$ cat config.mk
export PLATFORM = sky130hd
export DESIGN_NAME = oneshot_timer
export DESIGN_NICKNAME = d
export VERILOG_FILES = /design/src/rtl/ostmr_pkg.sv /design/src/rtl/oneshot_regs.sv /design/src/rtl/oneshot_counter.sv /design/src/rtl/oneshot_flag.sv /design/src/rtl/oneshot_timer.sv
export SDC_FILE = /design/constraint.sdc
export NUM_CORES = 1
export LEC_CHECK = 0
export ABC_AREA = 1
export BUFFER_PORTS_ARGS = -buffer_cell sky130_fd_sc_hd__buf_4
export CORE_UTILIZATION = 40
export CTS_CLUSTER_SIZE = 12
export DETAILED_ROUTE_END_ITERATION = 8
export PLACE_DENSITY = 0.6
export SYNTH_ARGS = -nofsm -noshare
export SYNTH_HDL_FRONTEND = slang
export SYNTH_SLANG_ARGS = --single-unit
export TNS_END_PERCENT = 1
$ cat constraint.sdc
create_clock -name clk -period 1.5 [get_ports clk]
set_clock_uncertainty 0.15 [all_clocks]
set_input_delay 0.3 -clock clk [delete_from_list [all_inputs] [get_ports clk]]
set_output_delay 0.3 -clock clk [all_outputs]
set_load 0.01 [all_outputs]
$ cat src/rtl/ostmr_pkg.sv
package ostmr_pkg;
    typedef enum logic [1:0] {
        SEL_CNT_LO = 2'b00,
        SEL_CNT_HI = 2'b01,
        SEL_LAT_LO = 2'b10,
        SEL_LAT_HI = 2'b11
    } reg_sel_e;
endpackage

$ cat src/rtl/oneshot_regs.sv
module oneshot_regs
    import ostmr_pkg::*;
#(
    parameter int BYTE_W = 8
) (
    input  logic                  clk,
    input  logic                  rst_n,
    input  logic [1:0]            sel,
    input  logic                  wr_en,
    input  logic                  rd_en,
    input  logic [BYTE_W-1:0]     wr_data,
    input  logic [2*BYTE_W-1:0]   count,
    output logic [BYTE_W-1:0]     rd_data,
    output logic                  load,
    output logic [2*BYTE_W-1:0]   load_val,
    output logic                  flag_clr
);
    typedef struct packed {
        logic [BYTE_W-1:0] lat_lo;
        logic [BYTE_W-1:0] lat_hi;
    } regs_t;

    regs_t    r_d, r_q;
    reg_sel_e sel_e;

    assign sel_e = reg_sel_e'(sel);

    always_comb begin
        r_d      = r_q;
        load     = 1'b0;
        flag_clr = 1'b0;
        if (wr_en) begin
            unique case (sel_e)
                SEL_CNT_LO, SEL_LAT_LO: r_d.lat_lo = wr_data;
                SEL_CNT_HI: begin
                    r_d.lat_hi = wr_data;
                    load       = 1'b1;
                end
                SEL_LAT_HI: begin
                    r_d.lat_hi = wr_data;
                    flag_clr   = 1'b1;
                end
                default: ;
            endcase
        end
        if (rd_en && sel_e == SEL_CNT_LO) flag_clr = 1'b1;
        load_val = {wr_data, r_q.lat_lo};
        unique case (sel_e)
            SEL_CNT_LO: rd_data = count[BYTE_W-1:0];
            SEL_CNT_HI: rd_data = count[2*BYTE_W-1:BYTE_W];
            SEL_LAT_LO: rd_data = r_q.lat_lo;
            default:    rd_data = r_q.lat_hi;
        endcase
    end

    always_ff @(posedge clk) begin
        if (!rst_n) r_q <= '0;
        else        r_q <= r_d;
    end

    // A low-byte write never touches the high latch
    assert_lo_only_R2: assert property (@(posedge clk) disable iff (!rst_n)
        (wr_en && (sel_e == SEL_CNT_LO || sel_e == SEL_LAT_LO)) |=> $stable(r_q.lat_hi));

    // A high-latch write does not start a run
    assert_lathi_noload_R8: assert property (@(posedge clk) disable iff (!rst_n)
        (wr_en && sel_e == SEL_LAT_HI) |-> !load);
endmodule

$ cat src/rtl/oneshot_counter.sv
module oneshot_counter #(
    parameter int BYTE_W = 8
) (
    input  logic                  clk,
    input  logic                  rst_n,
    input  logic                  load,
    input  logic [2*BYTE_W-1:0]   load_val,
    output logic [2*BYTE_W-1:0]   count,
    output logic                  expire
);
    localparam int CNT_W = 2 * BYTE_W;
    localparam logic [CNT_W-1:0] ONE = {{(CNT_W-1){1'b0}}, 1'b1};

    typedef struct packed {
        logic [CNT_W-1:0] cnt;
        logic             armed;
    } cnt_t;

    cnt_t c_d, c_q;

    always_comb begin
        c_d    = c_q;
        expire = c_q.armed && (c_q.cnt == '0);
        if (load) begin
            c_d.cnt   = load_val;
            c_d.armed = 1'b1;
        end else begin
            c_d.cnt = c_q.cnt - ONE;
            if (expire) c_d.armed = 1'b0;
        end
    end

    always_ff @(posedge clk) begin
        if (!rst_n) c_q <= '0;
        else        c_q <= c_d;
    end

    assign count = c_q.cnt;

    assert_load_R3: assert property (@(posedge clk) disable iff (!rst_n)
        load |=> (count == $past(load_val)));

    assert_step_R4: assert property (@(posedge clk) disable iff (!rst_n)
        !load |=> ((count + ONE) == $past(count)));
endmodule

$ cat src/rtl/oneshot_flag.sv
module oneshot_flag (
    input  logic clk,
    input  logic rst_n,
    input  logic start,
    input  logic expire,
    input  logic flag_clr,
    input  logic pulse_en,
    input  logic irq_en,
    output logic flag,
    output logic irq_n,
    output logic pulse_n
);
    typedef struct packed {
        logic flag;
        logic pulse_low;
    } fl_t;

    fl_t f_d, f_q;

    always_comb begin
        f_d = f_q;
        if (flag_clr) f_d.flag = 1'b0;
        if (expire)   f_d.flag = 1'b1;
        if (expire)   f_d.pulse_low = 1'b0;
        if (start) begin
            f_d.flag      = 1'b0;
            f_d.pulse_low = pulse_en;
        end
    end

    always_ff @(posedge clk) begin
        if (!rst_n) f_q <= '0;
        else        f_q <= f_d;
    end

    assign flag    = f_q.flag;
    assign pulse_n = ~f_q.pulse_low;
    assign irq_n   = ~(f_q.flag & irq_en);

    // Expiry without a reload (and with a clear in the same cycle) sets the flag
    assert_flag_set_R5: assert property (@(posedge clk) disable iff (!rst_n)
        (expire && !start) |=> flag);

    assert_flag_rise_R12: assert property (@(posedge clk) disable iff (!rst_n)
        $rose(flag) |-> $past(expire));

    assert_pulse_fall_R9: assert property (@(posedge clk) disable iff (!rst_n)
        $fell(pulse_n) |-> $past(start && pulse_en));

    assert_irq_gate_R10: assert property (@(posedge clk) disable iff (!rst_n)
        !irq_en |-> irq_n);
endmodule

$ cat src/rtl/oneshot_timer.sv
module oneshot_timer #(
    parameter int BYTE_W = 8
) (
    input  logic              clk,
    input  logic              rst_n,
    input  logic [1:0]        sel,
    input  logic              wr_en,
    input  logic              rd_en,
    input  logic [BYTE_W-1:0] wr_data,
    output logic [BYTE_W-1:0] rd_data,
    input  logic [1:0]        mode,
    input  logic              irq_en,
    output logic              timer_flag,
    output logic              irq_n,
    output logic              pulse_n
);
    localparam int CNT_W = 2 * BYTE_W;

    logic [CNT_W-1:0] count;
    logic [CNT_W-1:0] load_val;
    logic             load;
    logic             expire;
    logic             flag_clr;
    logic             unused_mode_bit;

    assign unused_mode_bit = mode[0];

    oneshot_regs #(.BYTE_W(BYTE_W)) regs_i (
        .clk(clk), .rst_n(rst_n), .sel(sel), .wr_en(wr_en), .rd_en(rd_en),
        .wr_data(wr_data), .count(count), .rd_data(rd_data), .load(load),
        .load_val(load_val), .flag_clr(flag_clr)
    );

    oneshot_counter #(.BYTE_W(BYTE_W)) cnt_i (
        .clk(clk), .rst_n(rst_n), .load(load), .load_val(load_val),
        .count(count), .expire(expire)
    );

    oneshot_flag flag_i (
        .clk(clk), .rst_n(rst_n), .start(load), .expire(expire),
        .flag_clr(flag_clr), .pulse_en(mode[1]), .irq_en(irq_en),
        .flag(timer_flag), .irq_n(irq_n), .pulse_n(pulse_n)
    );
endmodule

==> metrics.md <==
| Metric | Value |
|---|---|
| Type of the setup path with the least slack | `in -> out` |
| Post-synthesis cell count | `280` |
| Top flip-flop cell by instance count after synthesis | `sky130_fd_sc_hd__dfxtp_1` |
| Std cell rows | `24` |
| Detail-routed net length per standard cell | `13.0 µm` |
| Clock root cell | `sky130_fd_sc_hd__clkbuf_8` |
| Data arrival, critical path | `1.10 ns` |
| Antenna violations before repair | `0` |
| Largest vdd supply drop | `0.000639 V` |
| Total negative slack for setup checks | `-0.313 ns` |
| Starting DRC count in detailed routing | `113` |
| Critical path peak fanout | `5` |
| Drt via density | `4.95` |
| Violations in the final reports | `setup timing` |
| PwrDens | `1140 nW/µm²` |
| Overall track demand over capacity in global routing | `0.231` |
| Hold Vio Cnt, Final | `0` |
| Post-layout worst setup margin | `-0.0508 ns` |
| Data required, critical path | `1.05 ns` |
| Final standard cell utilization of the core | `0.601` |
| Transition time at the pin with the least slew margin | `0.238 ns` |
| Final weighted congestion of routability-driven global placement | `0.855` |
| H-tree depth | `2` |
| Maximum count of clock buffers along a single path | `2` |
| CTS tree | `built` |
| P_leak | `0.00124 µW` |
| Core area | `4350 µm²` |
| Die Outline Area | `4800 µm²` |
| Num CTS Buffers | `5` |
| Global-route wire length before repair | `8770 µm` |
| Placed wire-length estimate after detailed placement | `3810 µm` |
| Final worst path period need | `1.55 ns` |
| Portion of the post-synthesis area used by sequential elements | `0.387` |
| Final wirelength | `5170 µm` |
| Reg-to-reg startpoint | `cnt_i.count[4]` |
| Leading cell type by number of instances after synthesis | `sky130_fd_sc_hd__nand2_1` |
| Hold slack | `0.136 ns` |
| Final slew viol count | `0` |
| HP Start | `wr_data[2]` |
| Mean area per synthesized cell | `6.47 µm²` |
| Largest net degree at the start of global routing | `23` |
| Die X | `69.3 µm` |
| Crit path launch type | `input pin` |
| Category of the worst setup path capture point | `primary output` |
| Layout Nets | `363` |
| Antenna viol nets, final | `0` |
| Clock Pin Slew Worst Setup and Hold Paths | `0.08 ns` |
| Max Clk Rate | `645 MHz` |
| Number of detailed-route iterations in the first pass | `4` |
| Area overhead of the layout relative to synthesis | `44.5%` |
| Number of distinct library cells after synthesis | `20` |
| Cell Area, Synth | `1810 µm²` |
| EDFF count, synth | `0` |
| Portion of synthesized cell area occupied by the leading cell type | `0.387` |
| RSZ-0062 raised after global routing | `true` |
| Vias | `1,971` |
| Synth area leaders | `sky130_fd_sc_hd__dfxtp_1 (39%), sky130_fd_sc_hd__nand2_1 (13%), sky130_fd_sc_hd__o21ai_0 (11%)` |
| Count of port buffers added during placement | `26` |
| Max-cap violations | `0` |
| Number of synthesized register bits | `35` |
| Synthesized net count | `298` |
| Die H | `69.3 µm` |
| Result of the run | `finished, violations left` |
| Initial core utilization | `0.416` |
| Clock latency on the worst-skew pair | `0.29 ns` |
| Type of the worst min-delay path | `in -> reg` |
| Largest area contributor in the synthesized netlist | `sky130_fd_sc_hd__dfxtp_1` |
| Synth cell count leaders | `sky130_fd_sc_hd__nand2_1 (61), sky130_fd_sc_hd__inv_1 (41), sky130_fd_sc_hd__o21ai_0 (40)` |
| Antenna diodes | `0` |
| Final global-route overflow total | `0` |
| Top-level port count | `28` |
| Synth async-reset ratio | `0` |
| Setup Viol. Count Final | `8` |
| Max-slew headroom | `0.840` |
| Filler Cells Inserted | `404` |
| CP startpoint | `sel[1]` |
| Power, Total | `2990 µW` |
| Share of the clock period used by the worst path after layout | `1.03` |
| Count of clock tree sinks | `35` |
| Proportion of layout cells with a drive suffix above 1 | `0.350` |
| Total number of yosys warnings | `0` |
| Vias in the first global route | `1,863` |
| Post-detailed-route DRC marker count | `0` |
==> layer usage <==
layer | up-vias | routed length, µm | global-route usage
li1 | 1051 | - | -
met1 | 885 | 2510 | 0.316
met2 | 30 | 2430 | 0.378
met3 | 5 | 179 | 0.0349
met4 | 0 | 51 | 0.0612
met5 | - | 0 | 0
==> flip-flops by register name, summed over array words and instances, names as in the netlist <==
name	count
cnt_i.c_q	1
cnt_i.count	16
flag_i.f_q	1
flag_i.flag	1
regs_i.load_val	8
regs_i.r_q	8
==> area by class of cell <==
| cell class | instances | area [µm²] | share of cell area |
|---|---|---|---|
| clock inverters | 3 | 43.8 | 0.0167 |
| inverters | 42 | 160 | 0.0612 |
| flip-flops and latches | 35 | 716 | 0.273 |
| repair buffers | 64 | 527 | 0.201 |
| clock buffers | 5 | 68.8 | 0.0263 |
| multi-input cells | 197 | 1040 | 0.397 |
| well taps | 52 | 65.1 | 0.0248 |
==> critical path, stage by stage <==
cell                      delay [ns]
sky130_fd_sc_hd__buf_4          0.13
sky130_fd_sc_hd__buf_6          0.13
sky130_fd_sc_hd__nor2_4         0.12
sky130_fd_sc_hd__buf_6          0.15
sky130_fd_sc_hd__a21oi_2        0.06
sky130_fd_sc_hd__o21ai_1        0.08
sky130_fd_sc_hd__buf_4          0.14
==> kinds of logic after synthesis <==
| kind of cell | synth area share |
|---|---|
| compound gates | 0.227 |
| simple gates | 0.267 |
| fa+ha+maj | 0.00690 |
| buf+inv | 0.108 |
| xor+xnor | 0.00484 |
| flops | 0.387 |
==> cell usage in the layout (no fill, tap or decap) <==
cell type | synthesis | routed
sky130_fd_sc_hd__nand2_1 | 61 | 55
sky130_fd_sc_hd__buf_4 | 0 | 55
sky130_fd_sc_hd__inv_1 | 41 | 34
sky130_fd_sc_hd__o21ai_0 | 40 | 30
sky130_fd_sc_hd__nor2_1 | 34 | 28
sky130_fd_sc_hd__a21oi_1 | 30 | 26
sky130_fd_sc_hd__dfxtp_1 | 35 | 23
sky130_fd_sc_hd__nand3_1 | 16 | 14
sky130_fd_sc_hd__dfxtp_2 | 0 | 12
sky130_fd_sc_hd__inv_2 | 1 | 7
sky130_fd_sc_hd__o21ai_1 | 0 | 7
sky130_fd_sc_hd__buf_6 | 2 | 7
sky130_fd_sc_hd__nand2_2 | 1 | 6
sky130_fd_sc_hd__nor2_2 | 1 | 5
sky130_fd_sc_hd__clkbuf_8 | 0 | 5
sky130_fd_sc_hd__nor2_4 | 2 | 4
sky130_fd_sc_hd__a21oi_2 | 0 | 4
sky130_fd_sc_hd__o21ai_2 | 0 | 3
sky130_fd_sc_hd__a31oi_1 | 3 | 3
sky130_fd_sc_hd__o2111ai_2 | 0 | 2
sky130_fd_sc_hd__o211ai_1 | 2 | 2
sky130_fd_sc_hd__inv_4 | 0 | 1
sky130_fd_sc_hd__nand2_8 | 0 | 1
sky130_fd_sc_hd__o2111ai_1 | 3 | 1
sky130_fd_sc_hd__or2_2 | 1 | 1
sky130_fd_sc_hd__nand3_4 | 0 | 1
sky130_fd_sc_hd__nand3_2 | 0 | 1
sky130_fd_sc_hd__nand4_1 | 1 | 1
sky130_fd_sc_hd__xnor2_1 | 1 | 1
sky130_fd_sc_hd__ha_4 | 0 | 1
sky130_fd_sc_hd__clkinv_2 | 0 | 1
sky130_fd_sc_hd__clkinv_4 | 0 | 1
sky130_fd_sc_hd__bufinv_16 | 0 | 1
sky130_fd_sc_hd__buf_8 | 0 | 1
sky130_fd_sc_hd__buf_12 | 0 | 1
==> worst paths after layout <==
path | cells after the start | end | slack, ns
setup / recovery | 7 | rd_data[4] | -0.05
hold / removal | 3 | regs_i.load_val[2] | 0.14
hold reg to reg | 2 | regs_i.r_q[0] | 0.30
setup reg to reg | 7 | cnt_i.count[10] | 0.06
==> power breakdown <==
group / internal [µW] / total [µW] / leakage (µW) / switching, µW
clock: 495 / 863 / 0.0000581 / 368
sequential: 1040 / 1120 / 0.000293 / 78.6
combinational: 454 / 1000 / 0.000885 / 549
==> stage by stage <==
stage	cells	area [µm²]	setup slack, ns
floorplan	280	1810	0.0799
global placement	379	2250	-0.243
detailed placement	379	2250	-0.260
CTS	398	2560	-0.0445
global route	398	2620	-0.108
finish	398	2620	-0.0508
==> what timing repair did <==
item | 4_1_cts | 5_1_grt
gates resized for setup | 54 | 17
cloned | 1 | 0
pin swaps | 6 | 4
setup endpoints to repair | 8 | 20
buffers inserted | 11 | 0
hold buffers | 0 | 0
Note: power is estimated with default switching activity, not from simulation.
